<file path="src/rtl/edge_counter_pkg.sv">
package edge_counter_pkg;

  typedef enum logic [1:0] {
    MODE_IDLE       = 2'd0,
    MODE_SAMPLED    = 2'd1,
    MODE_EXT_SINGLE = 2'd2,
    MODE_QUAD       = 2'd3
  } count_mode_e;

  // Strobes from control to datapath, all valid for one cycle
  typedef struct packed {
    logic countUp;
    logic countDown;
    logic loadTop;
    logic loadCnt;
  } ctl_strobe_t;

endpackage

</file>
<file path="src/rtl/edge_counter_ctl.sv">
module edge_counter_ctl
  import edge_counter_pkg::*;
#(
  parameter int unsigned FILT_LEN = 5
) (
  input  logic        clk,
  input  logic        rstN,
  input  count_mode_e mode,
  input  logic        fallEdge,
  input  logic        countDown,
  input  logic        filterEn,
  input  logic        s0,
  input  logic        s1,
  input  logic        cmdLoadTop,
  input  logic        cmdLoadCount,
  output ctl_strobe_t strobes
);

  localparam int unsigned RUN_W = $clog2(FILT_LEN + 1);
  localparam logic [RUN_W-1:0] RUN_MAX = RUN_W'(FILT_LEN);
  localparam logic [RUN_W-1:0] RUN_ACCEPT = RUN_W'(FILT_LEN - 2);

  logic s0Smp, s1Smp, s0Last, s0Flt, s0Prev;
  logic [RUN_W-1:0] runCnt;
  logic s0Use, riseHit, fallHit, edgeHit, upDir, active;

  // Input sampling and run-length filter
  always_ff @(posedge clk or negedge rstN) begin
    if (!rstN) begin
      s0Smp  <= 1'b0;
      s1Smp  <= 1'b0;
      s0Last <= 1'b0;
      s0Flt  <= 1'b0;
      s0Prev <= 1'b0;
      runCnt <= '0;
    end else begin
      s0Smp  <= s0;
      s1Smp  <= s1;
      s0Last <= s0Smp;
      if (s0Smp != s0Last) begin
        runCnt <= '0;
      end else if (runCnt != RUN_MAX) begin
        runCnt <= runCnt + 1'b1;
      end
      if ((s0Smp == s0Last) && (runCnt >= RUN_ACCEPT)) begin
        s0Flt <= s0Smp;
      end
      s0Prev <= s0Use;
    end
  end

  always_comb begin
    s0Use   = (mode == MODE_SAMPLED && filterEn) ? s0Flt : s0Smp;
    riseHit = s0Use & ~s0Prev;
    fallHit = ~s0Use & s0Prev;
    edgeHit = fallEdge ? fallHit : riseHit;
    active  = (mode != MODE_IDLE);
    upDir   = (mode == MODE_QUAD) ? (s0Use ^ s1Smp) : ~countDown;

    strobes.countUp   = active & edgeHit & upDir;
    strobes.countDown = active & edgeHit & ~upDir;
    strobes.loadTop   = cmdLoadTop;
    strobes.loadCnt   = cmdLoadCount;
  end

endmodule

</file>
<file path="src/rtl/edge_counter_dp.sv">
module edge_counter_dp
  import edge_counter_pkg::*;
#(
  parameter int unsigned CNT_W   = 8,
  parameter int unsigned TOP_RST = 255
) (
  input  logic             clk,
  input  logic             rstN,
  input  logic             clrN,
  input  logic             topBufWrEn,
  input  logic [CNT_W-1:0] topBufWrData,
  input  ctl_strobe_t      strobes,
  output logic [CNT_W-1:0] cntOut,
  output logic [CNT_W-1:0] topOut,
  output logic             overflowPulse,
  output logic             underflowPulse
);

  localparam logic [CNT_W-1:0] TOP_INIT = CNT_W'(TOP_RST);

  logic [CNT_W-1:0] topBuf;

  // Staging register survives the clear control
  always_ff @(posedge clk or negedge rstN) begin
    if (!rstN) begin
      topBuf <= TOP_INIT;
    end else if (topBufWrEn) begin
      topBuf <= topBufWrData;
    end
  end

  always_ff @(posedge clk or negedge clrN) begin
    if (!clrN) begin
      cntOut         <= '0;
      topOut         <= TOP_INIT;
      overflowPulse  <= 1'b0;
      underflowPulse <= 1'b0;
    end else begin
      overflowPulse  <= 1'b0;
      underflowPulse <= 1'b0;
      if (strobes.loadTop) begin
        topOut <= topBuf;
      end
      if (strobes.loadCnt) begin
        cntOut <= topOut;
      end else if (strobes.countUp) begin
        if (cntOut == topOut) begin
          cntOut        <= '0;
          overflowPulse <= 1'b1;
        end else begin
          cntOut <= cntOut + 1'b1;
        end
      end else if (strobes.countDown) begin
        if (cntOut == '0) begin
          cntOut         <= topOut;
          underflowPulse <= 1'b1;
        end else begin
          cntOut <= cntOut - 1'b1;
        end
      end
    end
  end

endmodule

</file>
<file path="src/rtl/edge_counter.sv">
module edge_counter
  import edge_counter_pkg::*;
#(
  parameter int unsigned CNT_W    = 8,
  parameter int unsigned FILT_LEN = 5,
  parameter int unsigned TOP_RST  = 255
) (
  input  logic             clk,
  input  logic             rstN,
  input  logic [1:0]       cfgMode,
  input  logic             cfgFallEdge,
  input  logic             cfgCountDown,
  input  logic             cfgFilterEn,
  input  logic             cfgClear,
  input  logic             s0,
  input  logic             s1,
  input  logic             topBufWrEn,
  input  logic [CNT_W-1:0] topBufWrData,
  input  logic             cmdLoadTop,
  input  logic             cmdLoadCount,
  output logic [CNT_W-1:0] cntOut,
  output logic [CNT_W-1:0] topOut,
  output logic             overflowPulse,
  output logic             underflowPulse
);

  ctl_strobe_t strobes;
  logic        clrN;

  assign clrN = rstN & ~cfgClear;

  edge_counter_ctl #(.FILT_LEN(FILT_LEN)) u_ctl (
    .clk          (clk),
    .rstN         (rstN),
    .mode         (count_mode_e'(cfgMode)),
    .fallEdge     (cfgFallEdge),
    .countDown    (cfgCountDown),
    .filterEn     (cfgFilterEn),
    .s0           (s0),
    .s1           (s1),
    .cmdLoadTop   (cmdLoadTop),
    .cmdLoadCount (cmdLoadCount),
    .strobes      (strobes)
  );

  edge_counter_dp #(.CNT_W(CNT_W), .TOP_RST(TOP_RST)) u_dp (
    .clk            (clk),
    .rstN           (rstN),
    .clrN           (clrN),
    .topBufWrEn     (topBufWrEn),
    .topBufWrData   (topBufWrData),
    .strobes        (strobes),
    .cntOut         (cntOut),
    .topOut         (topOut),
    .overflowPulse  (overflowPulse),
    .underflowPulse (underflowPulse)
  );

endmodule

</file>
<file path="config.mk">
export PLATFORM = sky130hd
export DESIGN_NAME = edge_counter
export DESIGN_NICKNAME = d
export VERILOG_FILES = /design/src/rtl/edge_counter_pkg.sv /design/src/rtl/edge_counter_ctl.sv /design/src/rtl/edge_counter_dp.sv /design/src/rtl/edge_counter.sv
export SDC_FILE = /design/constraint.sdc
export NUM_CORES = 1
export LEC_CHECK = 0
export ABC_AREA = 1
export BUFFER_PORTS_ARGS = -buffer_cell sky130_fd_sc_hd__buf_2
export CORE_MARGIN = 2
export CORE_UTILIZATION = 50
export CTS_CLUSTER_DIAMETER = 30
export DETAILED_ROUTE_END_ITERATION = 6
export GPL_ROUTABILITY_DRIVEN = 0
export PLACE_DENSITY = 0.73
export SETUP_SLACK_MARGIN = 0.2
export SYNTH_ARGS = -nofsm -noshare
export SYNTH_HDL_FRONTEND = slang
export SYNTH_HIERARCHICAL = 1
export SYNTH_SLANG_ARGS = --single-unit
</file>
<file path="constraint.sdc">
create_clock -name clk -period 3.1 [get_ports clk]
set_input_delay 0.31 -clock clk [delete_from_list [all_inputs] [get_ports clk]]
set_output_delay 0.31 -clock clk [all_outputs]
set_load 0.01 [all_outputs]
</file>
==> out/results.tsv <==
metric	value	unit
syn-cell-area	2215	um2
cts.reportedPaths.clkPinSlew	0.07	ns
setup.worst_path.start_class	register	
yosys_register_bits	34	
min-delay-path-class	in -> reg	
timing.hold.worst_endpoint	u_ctl/s0Smp	
synth_cell_type_count	36	
endpoint_of_the_lowest_slack_register_to_register_path	u_dp/cntOut[0]	
finalMaxSlewViolations	0	
grt.overflow.total	0	
netlist_instances	285	
post_cts_buffers	0	
clock_tree_from_tritoncts	built	
cp_data_arrival_time	2.01	ns
worstSetupPathType	reg -> reg	
final_cell_area	2510	um2
preCtsSetupSlack	1.168	ns
antenna_found_initial	0	
fin_ws	1.253	ns
clk-insertion-delay-late	0.29	ns
final_antenna_net_count	0	
fin_crit	1.847	ns
timing.hold.worst.start	s0	
detailed_place.area	2409	um2
whs_path_depth	1	
placeableCoreArea	4324	um2
mostFrequentLayoutCell	sky130_fd_sc_hd__nand2_1	
cts-htree-levels	2	
floorplan.die.width	70.55	um
synthesis_to_finish_area_growth	13.33	%
route.vias.total	1914	
viasPerCell	5.090	
critical_path.endpoint_type	register	
post_route_cells_drive_above_1_share	29.94	%
ff2ff_setup_slack	1.25	ns
vdd.ir_drop.worst	0.4052	mV
buffer_ports.inserted	38	
crit_path_cell_trace	nand4_2 > nand2_2 > nand2_1 > nand3_2 > a21oi_2 > buf_4 > nor2_2 > inv_1 > nor2_1 > buf_4 > inv_1 > o21ai_0 > o22ai_1	
synthesis.nets	312	
row_count	24	
tritoncts_num_sinks	34	
global_route.usage.total	20.21	%
remaining_drc_errors	0	
standby_leakage_power	1.289	nW
layout_common_cells	sky130_fd_sc_hd__nand2_1, sky130_fd_sc_hd__buf_2, sky130_fd_sc_hd__inv_1	
floorplan.io_pins	39	
final_hold_viol_count	0	
slew_headroom	40.44	%
fmaxAchievable	0.5415	GHz
ys_seq_area_share	39.32	%
yosys_warnings	6	
tightestPinTransition	0.8924	ns
grt_pass1_vias	1703	
fp.dieArea	4977	um2
diodes	0	
first_iter_violations	124	
worst_path_max_delay_cell	sky130_fd_sc_hd__dfrtp_1	
grt_first_pass_wirelength	7859	um
ctsLongestPathBuffers	2	
crit_fanout	13	
rr_startpoint	u_ctl/s0Flt	
final_nets	350	
data_required_critical_path	3.26	ns
syn_avg_cell_area	7.771	um2
setup_viol	0	
grt_max_degree	19	
setup_repair_after_global_routing_missed_its_margin	false	
initial_core_util	51.22	%
timing.clock.skew	0.004843	ns
place.detailed.hpwl	3625	um
dieHeight	70.55	um
timing.reg2reg.worst_path_depth	13	
cts-buffers-inserted	5	
cp_slowest_stage_delay	0.38	ns
num-fill-cells	399	
setup_total_negative_slack	0	ns
post-route-period-util	59.58	%
cap_viol_max_count	0	
drt_wl_total	4581	um
drt_first_pass_iters	5	
clockRootBuffer	sky130_fd_sc_hd__clkbuf_8	
route.detailed.wl_per_inst	12.18	um
final.hold.worst_slack	0.1240	ns
cellPowerDensity	600.6	nW/um2
run_status	finished, final reports clean	
==> where the power goes <==
group          internal [mW]  leakage (nW)  switching [mW]
Clock                  0.179        0.0482           0.156
Sequential             0.527         0.394           0.113
Combinational          0.215         0.847           0.317
Total                  0.921          1.29           0.587
==> final cells by class <==
| class | count | area (um2) | area share [%] |
|---|---|---|---|
| clock buffer | 7 | 86.33 | 3.440 |
| tap | 52 | 65.06 | 2.592 |
| multi-input combinational | 206 | 1136 | 45.26 |
| timing repair buffer | 41 | 215.2 | 8.574 |
| sequential | 34 | 870.8 | 34.70 |
| clock inverter | 1 | 5.005 | 0.1994 |
| inverter | 35 | 131.4 | 5.234 |
==> critical path, delay by kind of cell, from the launching register on <==
kind	cells	cell delay, ns
simple gates	6	0.63
flops	1	0.38
buf+inv	4	0.50
compound gates	3	0.21
==> Yosys cell counts, drive strengths merged <==
library cell | count | area [um2]
dfrtp | 18 | 450.4
inv | 34 | 127.6
xor2 | 4 | 35.03
o21ai | 21 | 105.1
nand4 | 3 | 25.02
mux2 | 8 | 90.09
xnor2 | 6 | 52.55
or2 | 4 | 25.03
a21boi | 1 | 7.510
clkbuf | 3 | 15.02
nor2 | 26 | 132.6
a21oi | 10 | 53.80
ha | 6 | 75.07
nand2 | 85 | 341.6
o22ai | 1 | 6.260
buf | 7 | 61.30
a22o | 1 | 8.760
dfstp | 16 | 420.4
nand3 | 29 | 167.7
clkinv | 1 | 3.750
o211a | 1 | 10.01
==> worst max-delay path by stage <==
stage	cells after the start	slack [ns]	endpoint	from
final	13	1.25	u_dp/cntOut[0]	u_ctl/s0Flt
after global routing	13	1.07	u_dp/cntOut[0]	u_ctl/s0Flt
after CTS	13	1.27	u_dp/cntOut[0]	u_ctl/s0Flt
after detailed placement	15	1.17	u_dp/cntOut[0]	cfgMode[1]
after global placement	15	1.25	u_dp/cntOut[0]	cfgMode[1]
after floorplan	11	1.56	u_dp/cntOut[3]	u_dp/cntOut[0]
==> through the flow <==
| stage | instances | util (%) | power [mW] |
|---|---|---|---|
| after detailed placement | 367 | 55.70 | 1.174 |
| after global routing | 376 | 58.04 | 1.623 |
| after CTS | 376 | 58.04 | 1.514 |
| final | 376 | 58.04 | 1.507 |
| after floorplan | 285 | - | 1.041 |
| after global placement | 367 | 55.70 | 1.164 |
==> flip-flops by register name, summed over array words and instances, names as in the netlist <==
name	flops
u_ctl/s0Last	1
u_ctl/runCnt	3
u_ctl/s0Smp	1
u_ctl/s0Prev	1
u_dp/topBuf	8
u_ctl/s1Smp	1
u_ctl/s0Flt	1
u_dp/underflowPulse	1
u_dp/topOut	8
u_dp/overflowPulse	1
u_dp/cntOut	8
==> per-layer routing <==
layer	vias up	routed length [um]	GRT usage, %
li1	981	-	-
met1	878	2146	27.70
met2	50	2077	30.92
met3	5	280	5.128
met4	0	76	8.176
met5	-	0	0
==> cells by family after synthesis <==
kind of cell	Yosys count	share of synthesized area, %
adders and majority gates	6	3.390
DFF	34	39.32
AOI/OAI and AO/OA	35	8.644
muxes	8	4.068
xor gates and xnor gates	10	3.955
buffers and inverters	45	9.378
and+or+nand+nor	147	31.24
==> repair_timing <==
| action | in CTS | in global routing |
|---|---|---|
| hold buffers | 1 | 0 |
| resized for setup | 0 | 0 |
| hold endpoints to repair | 8 | 0 |
No activity file was read; power rests on OpenSTA's default activity.
